## config.mk

```make
export PLATFORM = sky130hd
export DESIGN_NAME = fu_reg_dep_matrix
export DESIGN_NICKNAME = d
export VERILOG_FILES = /design/src/rtl/fu_reg_pkg.sv /design/src/rtl/frm_issue_ctrl.sv /design/src/rtl/frm_dep_row.sv /design/src/rtl/frm_col_nor.sv /design/src/rtl/fu_reg_dep_matrix.sv
export SDC_FILE = /design/constraint.sdc
export NUM_CORES = 1
export LEC_CHECK = 0
export BUFFER_PORTS_ARGS = -buffer_cell sky130_fd_sc_hd__buf_2
export CORE_ASPECT_RATIO = 0.9
export CORE_MARGIN = 2
export CORE_UTILIZATION = 40
export DETAILED_ROUTE_END_ITERATION = 6
export GPL_TIMING_DRIVEN = 1
export HOLD_SLACK_MARGIN = 0.15
export PLACE_DENSITY = 0.77
export SYNTH_ARGS = -nofsm -noshare
export SYNTH_HDL_FRONTEND = slang
export SYNTH_SLANG_ARGS = --single-unit
```

## constraint.sdc

```tcl
create_clock -name clk -period 3.3 [get_ports clk]
set_input_delay 0.33 -clock clk [delete_from_list [all_inputs] [get_ports clk]]
set_output_delay 0.33 -clock clk [all_outputs]
set_load 0.005 [all_outputs]
```

## src/rtl/fu_reg_pkg.sv

```systemverilog
// Package: default sizes shared by the matrix, its checker and its bench.
// Assumes: nothing; holds constants only.
package fu_reg_pkg;
    localparam int unsigned FRM_DEF_FU  = 4;
    localparam int unsigned FRM_DEF_REG = 8;
    localparam int unsigned FRM_DEF_SRC = 2;
endpackage

```

## src/rtl/frm_issue_ctrl.sv

```systemverilog
// Module: issue acceptance. Decides whether the request may load a row and
// merges the source one-hots into one read mask.
// Assumes: row_busy reflects the registered row contents of this cycle.
module frm_issue_ctrl #(
    parameter int unsigned NUM_FU  = fu_reg_pkg::FRM_DEF_FU,
    parameter int unsigned NUM_REG = fu_reg_pkg::FRM_DEF_REG,
    parameter int unsigned NUM_SRC = fu_reg_pkg::FRM_DEF_SRC
) (
    input  logic                       issue_valid,
    input  logic [NUM_FU-1:0]          issue_fu,
    input  logic [NUM_FU-1:0]          row_busy,
    input  logic [NUM_SRC*NUM_REG-1:0] issue_src,
    output logic [NUM_FU-1:0]          load_vec,
    output logic                       issue_stall,
    output logic [NUM_REG-1:0]         src_merged
);
    logic target_ok;
    logic target_hit;

    // Reject a malformed target or a target row that is still occupied.
    always_comb begin
        target_ok   = $onehot(issue_fu);
        target_hit  = |(issue_fu & row_busy);
        issue_stall = issue_valid & (~target_ok | target_hit);
        load_vec    = (issue_valid & ~issue_stall) ? issue_fu : '0;
    end

    // OR all source one-hots together; a repeated register collapses to one bit.
    always_comb begin
        src_merged = '0;
        for (int s = 0; s < NUM_SRC; s++) begin
            src_merged = src_merged | issue_src[s*NUM_REG +: NUM_REG];
        end
    end
endmodule

```

## src/rtl/frm_dep_row.sv

```systemverilog
// Module: one FU row of the matrix, holding its read bits and write bits.
// Assumes: load is asserted only while the row is empty (enforced upstream).
module frm_dep_row #(
    parameter int unsigned NUM_REG = fu_reg_pkg::FRM_DEF_REG
) (
    input  logic               clk,
    input  logic               rst_n,
    input  logic               load,
    input  logic [NUM_REG-1:0] dest,
    input  logic [NUM_REG-1:0] src,
    input  logic               rd_clr,
    input  logic               wr_clr,
    output logic [NUM_REG-1:0] rd_bits,
    output logic [NUM_REG-1:0] wr_bits,
    output logic               busy
);
    logic [NUM_REG-1:0] rd_q;
    logic [NUM_REG-1:0] wr_q;

    // Clears act on the old contents; a fresh load is ORed in after them.
    always_ff @(posedge clk) begin
        if (!rst_n) begin
            rd_q <= '0;
            wr_q <= '0;
        end else begin
            rd_q <= (rd_clr ? '0 : rd_q) | (load ? src  : '0);
            wr_q <= (wr_clr ? '0 : wr_q) | (load ? dest : '0);
        end
    end

    // Expose row state; the row is busy while any bit is pending.
    always_comb begin
        rd_bits = rd_q;
        wr_bits = wr_q;
        busy    = |{rd_q, wr_q};
    end
endmodule

```

## src/rtl/frm_col_nor.sv

```systemverilog
// Module: per-register NOR across all FU rows of one bit plane.
// Assumes: rows is packed row-major, row f at bits f*NUM_REG.
module frm_col_nor #(
    parameter int unsigned NUM_FU  = fu_reg_pkg::FRM_DEF_FU,
    parameter int unsigned NUM_REG = fu_reg_pkg::FRM_DEF_REG
) (
    input  logic [NUM_FU*NUM_REG-1:0] rows,
    output logic [NUM_REG-1:0]        free
);
    for (genvar r = 0; r < NUM_REG; r++) begin : g_col
        logic any_set;
        // Collect column r from every row and invert.
        always_comb begin
            any_set = 1'b0;
            for (int f = 0; f < NUM_FU; f++) begin
                any_set = any_set | rows[f*NUM_REG + r];
            end
            free[r] = ~any_set;
        end
    end
endmodule

```

## src/rtl/fu_reg_dep_matrix.sv

```systemverilog
// Module: FU-to-register dependency matrix top. One row per FU, one column
// per register, separate read and write planes, NOR-derived free vectors.
// Assumes: register and FU identities arrive one-hot; synchronous active-low reset.
module fu_reg_dep_matrix #(
    parameter int unsigned NUM_FU  = fu_reg_pkg::FRM_DEF_FU,
    parameter int unsigned NUM_REG = fu_reg_pkg::FRM_DEF_REG,
    parameter int unsigned NUM_SRC = fu_reg_pkg::FRM_DEF_SRC
) (
    input  logic                       clk,
    input  logic                       rst_n,
    input  logic                       issue_valid,
    input  logic [NUM_FU-1:0]          issue_fu,
    input  logic [NUM_REG-1:0]         issue_dest,
    input  logic [NUM_SRC*NUM_REG-1:0] issue_src,
    input  logic [NUM_FU-1:0]          rd_done,
    input  logic [NUM_FU-1:0]          wr_done,
    output logic                       issue_stall,
    output logic [NUM_FU-1:0]          fu_busy,
    output logic [NUM_FU*NUM_REG-1:0]  fu_rd_row,
    output logic [NUM_FU*NUM_REG-1:0]  fu_wr_row,
    output logic [NUM_REG-1:0]         reg_rd_free,
    output logic [NUM_REG-1:0]         reg_wr_free
);
    localparam int unsigned PLANE_W = NUM_FU * NUM_REG;

    logic [NUM_FU-1:0]  load_vec;
    logic [NUM_REG-1:0] src_merged;
    logic [PLANE_W-1:0] rd_plane;
    logic [PLANE_W-1:0] wr_plane;
    logic [NUM_FU-1:0]  busy_vec;

    frm_issue_ctrl #(
        .NUM_FU (NUM_FU),
        .NUM_REG(NUM_REG),
        .NUM_SRC(NUM_SRC)
    ) u_issue (
        .issue_valid(issue_valid),
        .issue_fu   (issue_fu),
        .row_busy   (busy_vec),
        .issue_src  (issue_src),
        .load_vec   (load_vec),
        .issue_stall(issue_stall),
        .src_merged (src_merged)
    );

    for (genvar f = 0; f < NUM_FU; f++) begin : g_row
        frm_dep_row #(
            .NUM_REG(NUM_REG)
        ) u_row (
            .clk    (clk),
            .rst_n  (rst_n),
            .load   (load_vec[f]),
            .dest   (issue_dest),
            .src    (src_merged),
            .rd_clr (rd_done[f]),
            .wr_clr (wr_done[f]),
            .rd_bits(rd_plane[f*NUM_REG +: NUM_REG]),
            .wr_bits(wr_plane[f*NUM_REG +: NUM_REG]),
            .busy   (busy_vec[f])
        );
    end

    frm_col_nor #(
        .NUM_FU (NUM_FU),
        .NUM_REG(NUM_REG)
    ) u_rd_nor (
        .rows(rd_plane),
        .free(reg_rd_free)
    );

    frm_col_nor #(
        .NUM_FU (NUM_FU),
        .NUM_REG(NUM_REG)
    ) u_wr_nor (
        .rows(wr_plane),
        .free(reg_wr_free)
    );

    // Drive the row-data outputs for the neighbouring FU-to-FU matrix.
    always_comb begin
        fu_rd_row = rd_plane;
        fu_wr_row = wr_plane;
        fu_busy   = busy_vec;
    end
endmodule

```

* Word-level counts from Yosys, hierarchy flattened
Index checks and enable logic that the tools add are counted.
** Operators by class
- Add/sub/neg operators :: 3
- Multiply operators :: 0
- Divide/modulo/power cells :: 0
- Order comparisons :: 0
- Eq/ne operators :: 1
- Shift operators :: 0
- Multiplexer cells :: 17
- Bitwise operators :: 79
- Reduce and logical (&&, ||, !) cells :: 5
** Operator list (count)
- 8-bit two-way mux :: 16
- 8-bit OR :: 9
- 16-bit OR reduction :: 4
- 1-bit OR :: 49
- 1-bit NOT :: 18
- 1-bit by 1-bit adder with 2-bit output :: 2
- 4-bit bitwise AND :: 1
- 4-bit two-way mux :: 1
- 4-bit OR reduction :: 1
- 3-bit adder :: 1
- 3-bit by 1-bit == test with 1-bit output, second input constant :: 1
- 1-bit bitwise AND :: 2
** Word-level totals
- Register bits after elaboration :: 64
- Bits in latches :: 0
- RAM bits :: 0
- Memory bits (read-only) :: 0
- Bits of input ports :: 39
- Output and inout bits :: 85
- Logic and storage cells :: 113
- Memories kept :: 0

* Longest topological paths before layout
Gate-level depths: netlist of the first run.
- Depth after elaboration :: 11
- Mapped depth :: 8

* Modules after synthesis
A second synthesis of the first run with hierarchy kept.
** Unflattened totals
- Cell total of the unflattened synthesis :: 330
- Area, all modules :: 3236.9 um^2
** Modules (own cells, without submodules)
- frm_dep_row :: instances 4, cells each 72, area each 711.9 um^2, seq. area each 320.3 um^2
- frm_col_nor :: instances 2, cells each 8, area each 100.1 um^2, seq. area each 0.0 um^2
- frm_issue_ctrl :: instances 1, cells each 26, area each 188.9 um^2, seq. area each 0.0 um^2

* Least setup slack after synthesis of the first run
OpenSTA, ideal clock, no wires.
- Path type :: input -> register
- Start point :: input port issue_fu[0]
- End point :: register g_row[1].u_row.rd_q[6]
- Arrival :: 2540 ps
- Data required time :: 3232 ps
- Slack :: 692 ps
- Stages :: 8
- Path buffers :: 1
- Cells stage by stage :: ha_1 -> ha_1 -> fa_1 -> or3b_2 -> a211oi_2 -> nand3_2 -> buf_6 -> o21ai_2
** On the way
- Longest elaborated chain between the ends :: 11
- Elaborated cells between the ends (all ways) :: 13
- Classes of those cells :: add/sub (2); eq/ne (1); mux (2); bitwise (7); reduce/logical (1)
** RTL lines
- start, declared :: RTL line fu_reg_dep_matrix.sv:12 : input logic [NUM_FU-1:0] issue_fu,
- 1-bit by 1-bit adder with 2-bit output (implied by the code) :: RTL line frm_issue_ctrl.sv:22 : target_ok = $onehot(issue_fu);
- 3-bit adder (implied by the code) :: RTL line frm_issue_ctrl.sv:22
- 3-bit by 1-bit == test with 1-bit output :: RTL line frm_issue_ctrl.sv:22
- 1-bit NOT :: RTL line frm_issue_ctrl.sv:24 : issue_stall = issue_valid & (~target_ok | target_hit);
- 1-bit OR * :: RTL line frm_issue_ctrl.sv:24
- 1-bit bitwise AND * :: RTL line frm_issue_ctrl.sv:24
- 1-bit NOT * :: RTL line frm_issue_ctrl.sv:25 : load_vec = (issue_valid & ~issue_stall) ? issue_fu : '0;
- 1-bit bitwise AND * :: RTL line frm_issue_ctrl.sv:25
- 4-bit two-way mux * :: RTL line frm_issue_ctrl.sv:25
- 8-bit two-way mux * :: RTL line frm_dep_row.sv:26 : rd_q <= (rd_clr ? '0 : rd_q) | (load ? src : '0);
- 8-bit OR * :: RTL line frm_dep_row.sv:26
- end signal, assigned :: RTL line frm_dep_row.sv:26
- end, declared :: RTL line frm_dep_row.sv:17 : logic [NUM_REG-1:0] rd_q;
Mark *: on every way between the ends. The rest lies on a longest branch, timed or not.
A chain may end at the register's enable or synchronous reset.

* Worst setup path after layout of the first run
- Start point :: input port issue_fu[0]
- End point :: output port issue_stall
** On the way
- Longest elaborated chain between the ends :: 6
- Elaborated cells between the ends (all ways) :: 8
- Classes of those cells :: add/sub (2); eq/ne (1); bitwise (4); reduce/logical (1)
** RTL lines
- 1-bit by 1-bit adder with 2-bit output (implied by the code) :: RTL line frm_issue_ctrl.sv:22
- 3-bit adder (implied by the code) :: RTL line frm_issue_ctrl.sv:22
- 3-bit by 1-bit == test with 1-bit output :: RTL line frm_issue_ctrl.sv:22
- 1-bit NOT :: RTL line frm_issue_ctrl.sv:24
- 1-bit OR * :: RTL line frm_issue_ctrl.sv:24
- 1-bit bitwise AND * :: RTL line frm_issue_ctrl.sv:24
- end, declared :: RTL line fu_reg_dep_matrix.sv:17 : output logic issue_stall,
Marks and branches as above.

==> impl_metrics.csv, run 1 <==
group,metric,value,unit
clock_network,clock-sinks,64,
cells_and_area,mostFrequentLayoutCell,"buf_2",
clock_network,clk-insertion-delay-late,0.34,ns
worst_hold_path,hp-start,"issue_src[3]",
timing,maxSlewHeadroom,0.524,
clock_network,clk_pin_slew,0.07,ns
logic_synthesis,synthCells,302,
cells_and_area,areaGrowthSynthToFinish,31.9,%
timing,final.setup.tns,0,ns
timing,finClkSkew,0.00701,ns
grt,antenna_found_initial,0,
clock_network,tritoncts,"yes",
placement,portBuffers,123,
setup_path,worst_ep_arrival_time,2.67,ns
setup_path,critPathKind,"input pin to output pin",
clock_network,clockRootBuffer,"clkbuf_8",
grt,grtUsageTotal,0.241,
detailed_routing,via_count,2820,
cells_and_area,layout_common_cells,"buf_2 (123), nand2_1 (76), dfxtp_1 (64), o21ai_0 (62), nor4_1 (32)",
worst_hold_path,hp-class,"input pin to flip-flop",
timing,setup_viol,0,
setup_path,reg2reg_slack,0.90,ns
setup_path,cp-start-kind,"input pin",
grt,grt_max_degree,19,
setup_path,crit_path_start,"issue_fu[0]",
detailed_routing,wl_per_cell,16.2,um
placement,placed_area,3190,um2
floorplan,die_area,6970,um2
cells_and_area,finalNetCount,466,
floorplan,pin_count,124,
logic_synthesis,ys_types,24,
placement,dpl.hpwl,6410,um
floorplan,num_rows,27,
pwr,power_density,514,nW/um2
pwr,leakagePower,1.52,nW
logic_synthesis,synth.avg_cell_area,8.37,um2
setup_path,cpPeakStageDelay,0.49,ns
setup_path,critPathCapture,"issue_stall",
setup_path,end_kind,"output pin",
detailed_routing,ant_nets,0,
job,cap_violations,0,
clock_network,cts_resized,0,
floorplan,coreArea,6110,um2
timing,hold_violations,0,
floorplan,initial_core_util,0.414,
status,outcome,"completed",
timing,period_share,0.910,
clock_network,cts_hold_buffers,0,
clock_network,htree_levels,3,
cells_and_area,drive_above_1_share,0.355,
clock_network,postCtsSetupRepairBufs,0,
setup_path,r2r-end,"g_row[0].u_row.rd_bits[0]",
pwr,ir_drop,0.252,mV
logic_synthesis,netlist_area,2530,um2
grt,gr-total-overflow,0,
logic_synthesis,yosysWarnings,0,
setup_path,worstPathCellList,"buf_2, ha_1, ha_1, fa_1, or3b_2, a211oi_2, a31oi_1, buf_2",
timing,rsz0062_at_grt,"false",
logic_synthesis,syn-num-nets,345,
grt,grt_first_pass_wirelength,12800,um
detailed_routing,wirelength,8290,um
logic_synthesis,synth_seq_cells,64,
setup_path,worst_r2r_path_depth,5,
detailed_routing,drc,0,
clock_network,numCtsBuffers,9,
grt,grt_pass1_vias,2599,
detailed_routing,avgViaCountPerCell,5.51,
timing,post-route-min-period,3.00,ns
detailed_routing,dr.first_iter.drc_count,153,
logic_synthesis,synth_seq_area_share,0.507,
floorplan,die_h,79.4,um
cells_and_area,design_area,3330,um2
placement,place_ws,0.181,ns
setup_path,cp_slowest_cell,"or3b_2",
setup_path,path_max_fanout,5,
detailed_routing,drt_pass1_iterations,5,
setup_path,reg2reg_from,"g_row[3].u_row.wr_bits[4]",
timing,fin_ws,0.297,ns
cells_and_area,num_antenna_cells,0,
setup_path,critPathRequiredTime,2.97,ns
floorplan,die_width,87.8,um
placement,gp_congestion,0.844,
timing,fmax,0.333,GHz
timing,slew_viol_final,0,
timing,tightestPinTransition,0.712,ns
clock_network,clk_path_buf_depth,2,
==> cell families after synthesis <==
logic type,synth area share
AOI/OAI and AO/OA,0.176
adders and majority gates,0.0228
buffers and inverters,0.0371
DFF,0.507
and+or+nand+nor,0.257
==> state kept, by name, indices dropped and copies added, names as in the netlist <==
name	cells
g_row.u_row.wr_bits	32
g_row.u_row.rd_bits	32
==> Yosys cell counts (all sizes together) <==
library cell	count	area share
buf	13	0.028
nand2	76	0.11
dfxtp	64	0.51
a31oi	1	0.0025
nor4	32	0.079
a211oi	1	0.0049
nor2b	8	0.020
a21boi	1	0.0045
or3b	1	0.0035
inv	3	0.0045
nand4	7	0.017
clkbuf	3	0.0045
a2111oi	1	0.0035
nor2	10	0.015
o21ai	72	0.16
nand3	3	0.0079
nor3	1	0.0020
a41oi	1	0.0035
fa	1	0.0079
ha	3	0.015
==> stage by stage <==
step | utilization | power [mW] | std cells | hold slack (ns)
floorplan | - | 1.05 | 302 | 0.480
global placement | 0.522 | 1.19 | 499 | 0.480
detailed placement | 0.522 | 1.19 | 499 | 0.491
CTS | 0.545 | 1.71 | 512 | 0.241
global route | 0.545 | 1.79 | 512 | 0.274
finish | 0.545 | 1.71 | 512 | 0.248
==> power by group <==
part	switching, mW	leakage [nW]	internal [mW]
combinational	0.198	0.933	0.140
clock	0.276	0.0749	0.258
sequential	0.0376	0.517	0.805
total	0.511	1.52	1.20
==> worst min path at each step <==
stage	end	slack, ns	cells after the start
2_1_floorplan	g_row[0].u_row.rd_bits[7]	0.48	2
3_3_place_gp	g_row[1].u_row.wr_bits[5]	0.48	2
3_5_place_dp	g_row[1].u_row.wr_bits[7]	0.49	2
4_1_cts	g_row[0].u_row.rd_bits[2]	0.24	3
5_1_grt	g_row[0].u_row.rd_bits[4]	0.27	3
6_report	g_row[0].u_row.rd_bits[3]	0.25	3
==> area by class of cell <==
class,instances,area (um2)
Inverter,3,11.3
Timing Repair Buffer,126,638
Fill cell,605,2780
Sequential cell,64,1280
Clock buffer,11,131
Tap cell,87,109
Multi-Input combinational cell,219,1150
Clock inverter,2,10.0
==> metal layers <==
| layer | GRT usage | up-vias | part of all wire | wire, um |
|---|---|---|---|---|
| li1 | - | 1317 | - | - |
| met1 | 0.313 | 1352 | 0.42 | 3460 |
| met2 | 0.392 | 136 | 0.48 | 3990 |
| met3 | 0.0465 | 15 | 0.079 | 654 |
| met4 | 0.100 | 0 | 0.022 | 184 |
| met5 | 0 | - | 0 | 0 |
==> worst max-delay path, delay by kind of cell <==
kind | cells | cell delay, ns
buffers and inverters | 2 | 0.28
AOI/OAI and AO/OA | 2 | 0.59
adders and majority gates | 3 | 0.99
and+or+nand+nor | 1 | 0.49
Power figures use the tool's default switching activity.
==> run 2, diff against run 1 <==
--- a/config.mk
+++ b/config.mk
@@ -12,7 +12,8 @@
 export DETAILED_ROUTE_END_ITERATION = 6
 export GPL_TIMING_DRIVEN = 1
 export HOLD_SLACK_MARGIN = 0.15
-export PLACE_DENSITY = 0.77
+export PLACE_DENSITY = 0.73
 export SYNTH_ARGS = -nofsm -noshare
 export SYNTH_HDL_FRONTEND = slang
+export SYNTH_HIERARCHICAL = 1
 export SYNTH_SLANG_ARGS = --single-unit
==> impl_metrics.csv, run 2 <==
group,metric,value,unit
floorplan,die_area,8830,um2
clock_network,clock-sinks,64,
grt,gr-total-overflow,0,
pwr,p_total,1.74,mW
setup_path,critPathKind,"input pin to output pin",
worst_hold_path,whs_endpoint,"g_row[1].u_row/wr_bits[5]",
clock_network,postCtsSetupRepairBufs,0,
logic_synthesis,synth_ff_type,"dfxtp_1",
cells_and_area,fin_cells,560,
clock_network,clockRootBuffer,"clkbuf_8",
detailed_routing,drc,0,
cells_and_area,layout_common_cells,"buf_2 (123), nand2_1 (64), nand2b_1 (64), dfxtp_1 (64), a21boi_2 (40)",
cells_and_area,areaGrowthSynthToFinish,24.4,%
setup_path,critPathRequiredTime,2.97,ns
timing,setup_viol,0,
cells_and_area,fin_util,0.506,
setup_path,worst_r2r_path_depth,7,
detailed_routing,wirelength,9310,um
worst_hold_path,hp-class,"input pin to flip-flop",
clock_network,clk-insertion-delay-late,0.33,ns
logic_synthesis,yosysTopAreaCellShare,0.396,
pwr,leakagePower,1.63,nW
clock_network,cts_resized,0,
status,outcome,"completed",
detailed_routing,ant_nets,0,
pwr,power_density,433,nW/um2
setup_path,reg2reg_from,"g_row[0].u_row/wr_bits[3]",
timing,hold_violations,0,
logic_synthesis,yosysWarnings,6,
logic_synthesis,syn-num-nets,372,
grt,grt_max_degree,65,
timing,hold_ws,0.295,ns
timing,finClkSkew,0.0148,ns
clock_network,clk_path_buf_depth,2,
grt,grt_pass1_vias,2677,
floorplan,coreArea,7950,um2
grt,antenna_found_initial,0,
timing,fmax,0.377,GHz
floorplan,num_rows,31,
timing,rsz0062_at_grt,"false",
placement,dpl.hpwl,7220,um
placement,gp_congestion,0.894,
timing,slew_viol_final,0,
detailed_routing,drt_pass1_iterations,4,
timing,period_share,0.803,
logic_synthesis,synth_top_area_cell,"dfxtp_1",
timing,tightestPinTransition,0.892,ns
cells_and_area,num_antenna_cells,0,
worst_hold_path,holdPathStages,3,
logic_synthesis,ys_types,19,
detailed_routing,via_count,2934,
clock_network,clk_pin_slew,0.07,ns
worst_hold_path,hp-start,"issue_dest[5]",
cells_and_area,mostFrequentLayoutCell,"buf_2",
logic_synthesis,synth_seq_cells,64,
floorplan,die_width,98.8,um
logic_synthesis,yosys-top-cells-count,"dfxtp_1 (64), nand2_1 (64), nand2b_1 (64)",
detailed_routing,dr.first_iter.drc_count,192,
setup_path,worst_ep_arrival_time,2.32,ns
floorplan,initial_core_util,0.407,
grt,grtUsageTotal,0.200,
job,cap_violations,0,
detailed_routing,wl_per_cell,16.6,um
setup_path,reg2reg_slack,1.03,ns
clock_network,tritoncts,"yes",
placement,dpl.cell_count,544,
detailed_routing,avgViaCountPerCell,5.24,
cells_and_area,finalNetCount,498,
placement,portBuffers,123,
logic_synthesis,synth-edff-count,0,
setup_path,cp-start-kind,"input pin",
logic_synthesis,synthArstFlopShare,0,
logic_synthesis,synthCells,330,
timing,maxSlewHeadroom,0.405,
cells_and_area,drive_above_1_share,0.456,
pwr,ir_drop,0.200,mV
clock_network,numCtsBuffers,9,
setup_path,end_kind,"output pin",
clock_network,htree_levels,3,
logic_synthesis,netlist_area,3240,um2
floorplan,pin_count,124,
grt,grt_first_pass_wirelength,13800,um
timing,post-route-min-period,2.65,ns
logic_synthesis,synth.area.top_cells,"dfxtp_1 (40%), a21boi_2 (14%), nand2b_1 (12%), nand2_1 (7.4%), nor4_2 (6.2%)",
logic_synthesis,synth.avg_cell_area,9.81,um2
timing,final.setup.tns,0,ns
floorplan,die_h,89.3,um
setup_path,path_max_fanout,2,
logic_synthesis,synth_seq_area_share,0.396,
clock_network,cts_hold_buffers,0,
setup_path,r2r-end,"g_row[0].u_row/wr_bits[7]",
[run 2: changes by cell type after synthesis, moves of 16 or more]
cell	delta
a21boi_0	+20
a21boi_2	+39
nor4_2	+16
o21ai_0	-62
nand2b_1	+64
[run 2: worst max-delay path by stage]
stage	start	to	slack [ns]	depth (start not counted)
4_1_cts	issue_fu[0]	issue_stall	0.64	9
5_1_grt	issue_fu[0]	issue_stall	0.55	9
6_report	issue_fu[0]	issue_stall	0.65	9
2_1_floorplan	issue_fu[0]	issue_stall	0.94	7
3_5_place_dp	issue_fu[0]	g_row[1].u_row/rd_bits[0]	0.61	11
3_3_place_gp	issue_fu[0]	issue_stall	0.71	9
[run 2: per-layer routing]
layer / track usage / vias up / routed length [um]
li1: - / 1398 / -
met1: 0.267 / 1419 / 4060
met2: 0.321 / 101 / 4440
met3: 0.0352 / 16 / 622
met4: 0.0859 / 0 / 187
met5: 0 / - / 0
[run 2: critical path, stage by stage]
cell,delay (ns)
buf_2,0.09
inv_1,0.07
fa_1,0.55
inv_1,0.05
ha_1,0.18
ha_1,0.29
or3b_1,0.37
o31a_1,0.27
buf_2,0.12
[run 2: layout make-up]
class	instances	area, um2
Fill cell	743	3930
Multi-Input combinational cell	248	1790
Sequential cell	64	1280
Timing Repair Buffer	127	646
Clock buffer	10	128
Tap cell	99	124
Clock inverter	6	36.3
Inverter	6	22.5
[run 2: metrics by stage]
stage / instance area [um2] / worst slack (ns)
floorplan: 3240 / 0.942
global placement: 3860 / 0.712
detailed placement: 3860 / 0.606
CTS: 4030 / 0.640
global route: 4030 / 0.546
finish: 4030 / 0.649
[run 2: where the power goes]
part	total (mW)	switching, mW	internal (mW)
logic	0.350	0.183	0.167
clock network	0.558	0.290	0.268
registers	0.836	0.0372	0.799
total	1.74	0.510	1.23
[run 2: kinds of logic after synthesis]
logic type                 after synthesis  synth area share
and+or+nand+nor                        178             0.328
AOI/OAI and AO/OA                       67             0.203
DFF                                     64             0.396
buffers and inverters                   18            0.0595
adders and majority gates                3            0.0139
==> run 3, diff against run 2 <==
==> constraint.sdc (replaced) <==
create_clock -name clk -period 2.6 [get_ports clk]
set_input_delay 0.26 -clock clk [delete_from_list [all_inputs] [get_ports clk]]
set_output_delay 0.26 -clock clk [all_outputs]
set_load 0.005 [all_outputs]
==> impl_metrics.csv, run 3 (synthesis gave the netlist of run 2 again) <==
group,metric,value,unit
timing,setup_viol,0,
cells_and_area,drive_above_1_share,0.456,
grt,grt_max_degree,65,
timing,post-route-min-period,2.51,ns
detailed_routing,wl_per_cell,16.9,um
setup_path,path_max_fanout,2,
timing,period_share,0.967,
timing,slew_viol_final,0,
clock_network,tritoncts,"yes",
timing,fmax,0.398,GHz
setup_path,worstPathCellList,"buf_2, inv_2, fa_1, inv_1, ha_1, ha_1, or3b_1, o31a_1, buf_2",
pwr,ir_drop,0.350,mV
placement,gp_congestion,0.890,
floorplan,num_rows,31,
placement,portBuffers,123,
status,outcome,"completed",
grt,grtUsageTotal,0.211,
floorplan,initial_core_util,0.407,
grt,antenna_found_initial,0,
timing,tightestPinTransition,0.886,ns
setup_path,reg2reg_from,"g_row[0].u_row/wr_bits[2]",
placement,dpl.hpwl,7300,um
cells_and_area,layout_common_cells,"buf_2 (123), nand2_1 (64), nand2b_1 (64), dfxtp_1 (64), a21boi_2 (40)",
clock_network,cts_hold_buffers,0,
timing,hold_violations,0,
clock_network,numCtsBuffers,9,
grt,grt_first_pass_wirelength,14500,um
pwr,leakagePower,1.65,nW
detailed_routing,via_count,2885,
timing,hold_ws,0.216,ns
detailed_routing,ant_nets,0,
timing,maxSlewHeadroom,0.409,
pwr,power_density,584,nW/um2
setup_path,cp.depth,9,
timing,final.setup.tns,0,ns
setup_path,cp_top_family,"adder cells",
cells_and_area,finalNetCount,498,
setup_path,cp_num_buf_inv,4,
clock_network,postCtsSetupRepairBufs,0,
setup_path,critPathRequiredTime,2.34,ns
job,cap_violations,0,
detailed_routing,wirelength,9490,um
setup_path,end_kind,"output pin",
timing,finClkSkew,0.00883,ns
floorplan,die_area,8830,um2
floorplan,die_width,98.8,um
clock_network,clockRootBuffer,"clkbuf_8",
clock_network,htree_levels,3,
cells_and_area,areaGrowthSynthToFinish,25.4,%
detailed_routing,drt_pass1_iterations,5,
grt,grt_pass1_vias,2747,
setup_path,worst_ep_arrival_time,2.25,ns
clock_network,clk_pin_slew,0.06,ns
setup_path,cp_slowest_cell,"fa_1",
setup_path,crit_path_start,"issue_fu[0]",
cells_and_area,mostFrequentLayoutCell,"buf_2",
setup_path,worst_r2r_path_depth,7,
floorplan,coreArea,7950,um2
worst_hold_path,hp-class,"input pin to flip-flop",
detailed_routing,dr.first_iter.drc_count,178,
clock_network,cts_resized,0,
clock_network,clock-sinks,64,
setup_path,cp-start-kind,"input pin",
cells_and_area,fill_cells,725,
setup_path,critPathKind,"input pin to output pin",
clock_network,clk_path_buf_depth,2,
detailed_routing,avgViaCountPerCell,5.15,
setup_path,cpPeakStageDelay,0.53,ns
grt,gr-total-overflow,0,
timing,rsz0062_at_grt,"false",
cells_and_area,num_antenna_cells,0,
worst_hold_path,hp-start,"issue_dest[5]",
clock_network,clk-insertion-delay-late,0.34,ns
detailed_routing,drc,0,
floorplan,die_h,89.3,um
floorplan,pin_count,124,
worst_hold_path,holdPathStages,3,
run 3: report_power, final:
group | total [mW] | switching [mW] | internal, mW
Combinational | 0.445 | 0.233 | 0.212
Sequential | 1.06 | 0.0478 | 1.01
Clock | 0.863 | 0.370 | 0.493
run 3: final timing paths:
kind         slack [ns]                   endpoint
min reg2reg        0.52  g_row[3].u_row/wr_bits[5]
min                0.22  g_row[1].u_row/wr_bits[5]
max reg2reg        0.23  g_row[1].u_row/rd_bits[7]
max                0.09                issue_stall
run 3: layout make-up:
type	instances	area [um2]	area share
clock buffer	13	159	0.0391
timing repair buffer	127	646	0.159
inverter	6	22.5	0.00555
tap	99	124	0.0305
multi-input combinational	248	1790	0.440
clock inverter	3	40.0	0.00986
sequential	64	1280	0.316
run 3: worst reg2reg max path, cell delays in order (launching register included):
cell and delay (ns):
dfxtp_1 0.36, nor4_1 0.49, nand4_1 0.28, a22o_1 0.39, nor4_2 0.23, buf_4 0.25
nand2_1 0.08, a21boi_0 0.20
run 3: stage by stage:
step | util | worst slack, ns | cell area [um2] | power, mW | cells
global route | 0.511 | 0.00269 | 4060 | 2.47 | 560
CTS | 0.511 | 0.0617 | 4060 | 2.38 | 560
floorplan | - | 0.332 | 3240 | 1.33 | 330
detailed placement | 0.486 | -0.00112 | 3860 | 1.53 | 544
global placement | 0.486 | 0.102 | 3860 | 1.51 | 544
finish | 0.511 | 0.0867 | 4060 | 2.37 | 560
run 3: per-layer routing:
metal  routed length, um  vias up  part of all wire  global-route usage
met5                   0        -                 0                   0
met4                 148        0             0.016              0.0809
met3                 488       11             0.051              0.0274
met2                4680       90              0.49               0.348
met1                4180     1388              0.44               0.286
li1                    -     1396                 -                   -
